==> src/rtl/por_pkg.sv <==
package por_pkg;
  typedef enum logic [1:0] {
    POR_HOLD  = 2'd0,
    POR_DELAY = 2'd1,
    POR_RUN   = 2'd2
  } por_state_e;
endpackage

==> src/rtl/por_sync.sv <==
module por_sync #(
  parameter int STAGES = 2
) (
  input  logic clk_i,
  input  logic rst_ni,
  input  logic d_i,
  output logic q_o
);
  logic [STAGES-1:0] stg_q;

  // resets to 1: supply treated as bad until proven good
  always_ff @(posedge clk_i or negedge rst_ni) begin
    if (!rst_ni) stg_q <= '1;
    else         stg_q <= {stg_q[STAGES-2:0], d_i};
  end

  assign q_o = stg_q[STAGES-1];
endmodule

==> src/rtl/por_dip_filter.sv <==
module por_dip_filter #(
  parameter int FILTER_CLKS = 10000
) (
  input  logic clk_i,
  input  logic rst_ni,
  input  logic en_i,
  input  logic below_i,
  output logic qualify_o
);
  localparam int FW = (FILTER_CLKS < 1) ? 1 : $clog2(FILTER_CLKS + 1);
  localparam logic [FW-1:0] FLIM = FW'(FILTER_CLKS);

  logic [FW-1:0] cnt_q;

  always_ff @(posedge clk_i or negedge rst_ni) begin
    if (!rst_ni)                cnt_q <= '0;
    else if (!en_i || !below_i) cnt_q <= '0;
    else if (cnt_q != FLIM)     cnt_q <= cnt_q + 1'b1;
  end

  // fires on the (FILTER_CLKS+1)-th consecutive low-supply clock
  assign qualify_o = en_i & below_i & (cnt_q == FLIM);
endmodule

==> src/rtl/por_delay_ctr.sv <==
module por_delay_ctr #(
  parameter int DELAY_TICKS = 64
) (
  input  logic clk_i,
  input  logic rst_ni,
  input  logic en_i,
  input  logic tick_i,
  output logic done_o
);
  localparam int DW = (DELAY_TICKS < 2) ? 1 : $clog2(DELAY_TICKS);
  localparam logic [DW-1:0] DLIM = DW'(DELAY_TICKS - 1);

  logic [DW-1:0] cnt_q;

  always_ff @(posedge clk_i or negedge rst_ni) begin
    if (!rst_ni)      cnt_q <= '0;
    else if (!en_i)   cnt_q <= '0;
    else if (tick_i)  cnt_q <= cnt_q + 1'b1;
  end

  assign done_o = en_i & tick_i & (cnt_q == DLIM);
endmodule

==> src/rtl/por_reset_gen.sv <==
module por_reset_gen
  import por_pkg::*;
#(
  parameter int SYNC_STAGES = 2,
  parameter int DELAY_TICKS = 64,
  parameter int FILTER_CLKS = 10000
) (
  input  logic clk_i,
  input  logic rst_ni,
  input  logic tick_i,
  input  logic below_async_i,
  input  logic wd_req_i,
  output logic sys_rst_n_o,
  output logic pd_pulse_o
);
  por_state_e state_q, state_d;
  logic below_s;
  logic delay_en, delay_done;
  logic filt_en, qualify;
  logic pd_q;

  por_sync #(.STAGES(SYNC_STAGES)) u_sync (
    .clk_i  (clk_i),
    .rst_ni (rst_ni),
    .d_i    (below_async_i),
    .q_o    (below_s)
  );

  assign delay_en = (state_q == POR_DELAY) & ~below_s;
  assign filt_en  = (state_q == POR_RUN);

  por_delay_ctr #(.DELAY_TICKS(DELAY_TICKS)) u_delay (
    .clk_i  (clk_i),
    .rst_ni (rst_ni),
    .en_i   (delay_en),
    .tick_i (tick_i),
    .done_o (delay_done)
  );

  por_dip_filter #(.FILTER_CLKS(FILTER_CLKS)) u_filt (
    .clk_i     (clk_i),
    .rst_ni    (rst_ni),
    .en_i      (filt_en),
    .below_i   (below_s),
    .qualify_o (qualify)
  );

  always_comb begin
    state_d = state_q;
    unique case (state_q)
      POR_HOLD:  if (!below_s) state_d = POR_DELAY;
      POR_DELAY: begin
        if (below_s)         state_d = POR_HOLD;
        else if (delay_done) state_d = POR_RUN;
      end
      POR_RUN:   if (qualify) state_d = POR_HOLD;
      default:   state_d = POR_HOLD;
    endcase
  end

  always_ff @(posedge clk_i or negedge rst_ni) begin
    if (!rst_ni) begin
      state_q <= POR_HOLD;
      pd_q    <= 1'b0;
    end else begin
      state_q <= state_d;
      pd_q    <= qualify;
    end
  end

  assign sys_rst_n_o = (state_q == POR_RUN) & ~wd_req_i;
  assign pd_pulse_o  = pd_q;
endmodule

==> config.mk <==
export PLATFORM = sky130hd
export DESIGN_NAME = por_reset_gen
export DESIGN_NICKNAME = d
export VERILOG_FILES = /design/src/rtl/por_pkg.sv /design/src/rtl/por_sync.sv /design/src/rtl/por_dip_filter.sv /design/src/rtl/por_delay_ctr.sv /design/src/rtl/por_reset_gen.sv
export SDC_FILE = /design/constraint.sdc
export NUM_CORES = 1
export LEC_CHECK = 0
export ABC_AREA = 1
export CELL_PAD_IN_SITES_DETAIL_PLACEMENT = 0
export CELL_PAD_IN_SITES_GLOBAL_PLACEMENT = 1
export CORE_AREA = 8 8 66 68
export CTS_BUF_LIST = sky130_fd_sc_hd__clkbuf_4 sky130_fd_sc_hd__clkbuf_8
export CTS_CLUSTER_DIAMETER = 30
export DETAILED_ROUTE_END_ITERATION = 12
export DIE_AREA = 0 0 74 76
export PLACE_DENSITY = 0.8
export SLEW_MARGIN = 25
export SYNTH_ARGS = -nofsm -noshare
export SYNTH_HDL_FRONTEND = slang
export SYNTH_HIERARCHICAL = 1
export SYNTH_SLANG_ARGS = --single-unit
==> constraint.sdc <==
create_clock -name clk_i -period 1.9 [get_ports clk_i]
set_input_delay 0.57 -clock clk_i [delete_from_list [all_inputs] [get_ports clk_i]]
set_output_delay 0.57 -clock clk_i [all_outputs]
set_load 0.05 [all_outputs]
==> impl_metrics.csv <==
group,metric,value,unit
die,die_h,76,µm
sta,fmax,559,MHz
sta,finClkSkew,0.00413,ns
logic_synthesis,yosysUniqueCellTypes,21,
logic_synthesis,syn_area_per_cell,7.26,µm²
pwr,vdd.ir_drop.worst,252,µV
pwr,p_comb_share,6.0,%
job,drv_cap,0,
routing,dr.pass1.iters,6,
routing,postRouteAntennaNets,0,
min_path,hp-class,"flip-flop to flip-flop",
clock_network,cts-resized-gates,1,
clock_network,cts_max_path_buffers,2,
clock_network,cts_buffers,3,
placed_design,place_congestion,0.855,
clock_network,cts_sinks,25,
worst_setup_path,crit_chain,"nor3_2 -> buf_12",
worst_setup_path,critPathKind,"flip-flop to output pin",
outcome,status,"complete, no violations",
logic_synthesis,netlist_top_cells_area,"dfrtp_1, nand2_1, nor2_1, nand3_1, inv_1",
worst_setup_path,slowest_delay,0.46,ns
worst_setup_path,critical_path.top_delay_family,"flip-flops",
routing,drc,0,
grt,grt_pass1_wl,5330,µm
pwr,power.leakage,0.000729,µW
die,die_w,74,µm
pwr,p_sw,212,µW
sta,final.period_utilization,94.2,%
clock_network,cts-hold-fix-buffers,0,
worst_setup_path,crit_fanout,5,
clock_network,post_cts_buffers,0,
sta,setup_slack,0.111,ns
routing,wl_met1,1390,µm
finish,fin_nets,221,
placed_design,portBuffers,6,
sta,rsz0062_at_grt,"false",
clock_network,cts_tree,"yes",
clock_network,clock-root-buffer,"clkbuf_4",
pwr,powerDensity,526,nW/µm²
sta,setup_tns,0,ns
sta,min_period,1.79,ns
die,die_area,5620,µm²
logic_synthesis,yosys_register_bits,25,
logic_synthesis,yosys_warnings,6,
grt,grt_overflow,0,
routing,maxUsedRoutingLayer,"met4",
grt,grt_max_degree,26,
logic_synthesis,synth_area,1450,µm²
grt,grt_pass1_vias,1212,
clock_network,clkSlewWorstSetupHoldPaths,0.15,ns
sta,setup_violations,0,
finish,final_common_cell,"nand2_1",
logic_synthesis,yosysSeqAreaShare,43.2,%
pwr,switching_share,24.8,%
die,io_pins,7,
finish,synthToLayoutAreaGrowth,11.6,%
routing,wl,2970,µm
worst_setup_path,worst_setup_path_start_kind,"flip-flop",
placed_design,hpwl,2340,µm
worst_setup_path,cp_num_buf_inv,1,
logic_synthesis,syn_nets,209,
finish,layout-drive-gt1-share,12.3,%
pwr,power_frac_clock,29.5,%
routing,met2_length,1490,µm
sta,hold_viol,0,
worst_setup_path,crit_arrival,1.22,ns
pwr,p_int,641,µW
clock_network,worstSkewPairLatency,0.32,ns
worst_setup_path,slowest_stage,"dfrtp_1",
die,rows,22,
routing,num_vias,1230,
finish,layout_common_cells,"nand2_1, nor2_1, inv_1",
die,fp.coreArea,3440,µm²
routing,dr_wl_met3,81,µm
finish,antennaDiodeCount,0,
worst_setup_path,endpoint_kind,"output pin",
worst_setup_path,critical_path_required,1.33,ns
logic_synthesis,syn_inst,200,
grt,antenna_found_initial,0,
clock_network,cts.htree.levels,1,
die,initial_core_util,42.2,%
sta,slew_headroom,76.8,%
routing,drtIter0Drc,58,
routing,vias_per_cell,4.75,
logic_synthesis,synth_top_area_share,39.6,%
grt,grt_usage,11.6,%
sta,drv_slew,0,
sta,tightest_slew,0.348,ns
pwr,sequentialPowerShare,64.4,%
sta,holdWs,0.366,ns
worst_setup_path,timing.reg2reg.setup_slack,0.22,ns
placed_design,pre_cts_ws,-0.0612,ns
logic_synthesis,yosys.area.top_type,"dfrtp_1",
routing,avgRoutedWirePerCell,11.5,µm
[cell families (layout without fill, tap and decap cells)]
| group | count (synthesis) | after routing | share of synthesized area, % |
|---|---|---|---|
| adders and majority gates | 4 | 4 | 3.45 |
| DFF | 25 | 25 | 43.2 |
| and+or+nand+nor | 125 | 125 | 38.2 |
| buffers and inverters | 27 | 38 | 7.24 |
| xor gates and xnor gates | 3 | 3 | 1.81 |
| AOI/OAI and AO/OA | 16 | 16 | 6.12 |
[per-stage QoR]
step,utilization [%],power (µW),area [µm²],std cells
after floorplan,-,581,1460,200
after global placement,46.3,609,1590,255
after detailed placement,46.3,612,1590,255
after CTS,47.1,865,1620,259
after global routing,47.1,893,1620,259
final,47.1,852,1620,259
[registers in the layout, summed over array words and instances (netlist names)]
register / count
u_sync/stg_q: 2
pd_pulse_o: 1
u_delay/cnt_q: 6
u_filt/cnt_q: 14
state_q: 2
[power by group through the flow]
stage          registers (µW)  clock network [µW]  logic [µW]
2_1_floorplan             558                   0        23.5
3_3_place_gp              558                   0        50.7
3_5_place_dp              559                   0        53.2
4_1_cts                   549                 263        52.6
5_1_grt                   551                 282        60.5
6_report                  549                 252        51.2
[per-layer routing]
layer	GRT usage (%)	vias up
li1	-	651
met1	15.0	566
met2	19.3	11
met3	1.71	2
met4	3.00	0
met5	0	-
[Yosys cell counts (all sizes together)]
cell type	n
nand3b	1
nand3	19
inv	26
nor3	1
clkbuf	1
o31ai	1
a21oi	7
dfrtp	23
nand2	55
ha	4
o21ai	7
nand4	5
dfstp	2
o21bai	1
nor2	43
xor2	3
nor3b	1
[worst paths after layout]
kind                            startpoint               to  cells after the start
min                        u_sync/stg_q[0]  u_sync/stg_q[1]                      0
max reg2reg                u_filt/cnt_q[0]       state_q[1]                     10
min in group asynchronous           rst_ni  u_filt/cnt_q[9]                      2
min reg2reg                u_sync/stg_q[0]  u_sync/stg_q[1]                      0
max                             state_q[0]      sys_rst_n_o                      2
max in group asynchronous           rst_ni  u_sync/stg_q[0]                      2
[layout make-up]
type,count,area [µm²]
Inverter,26,97.6
Timing Repair Buffer,8,81.3
Clock inverter,1,7.51
Fill cell,353,1820
Sequential cell,25,628
Tap cell,48,60.1
Clock buffer,3,22.5
Multi-Input combinational cell,148,724
Power figures use the tool's default switching activity.
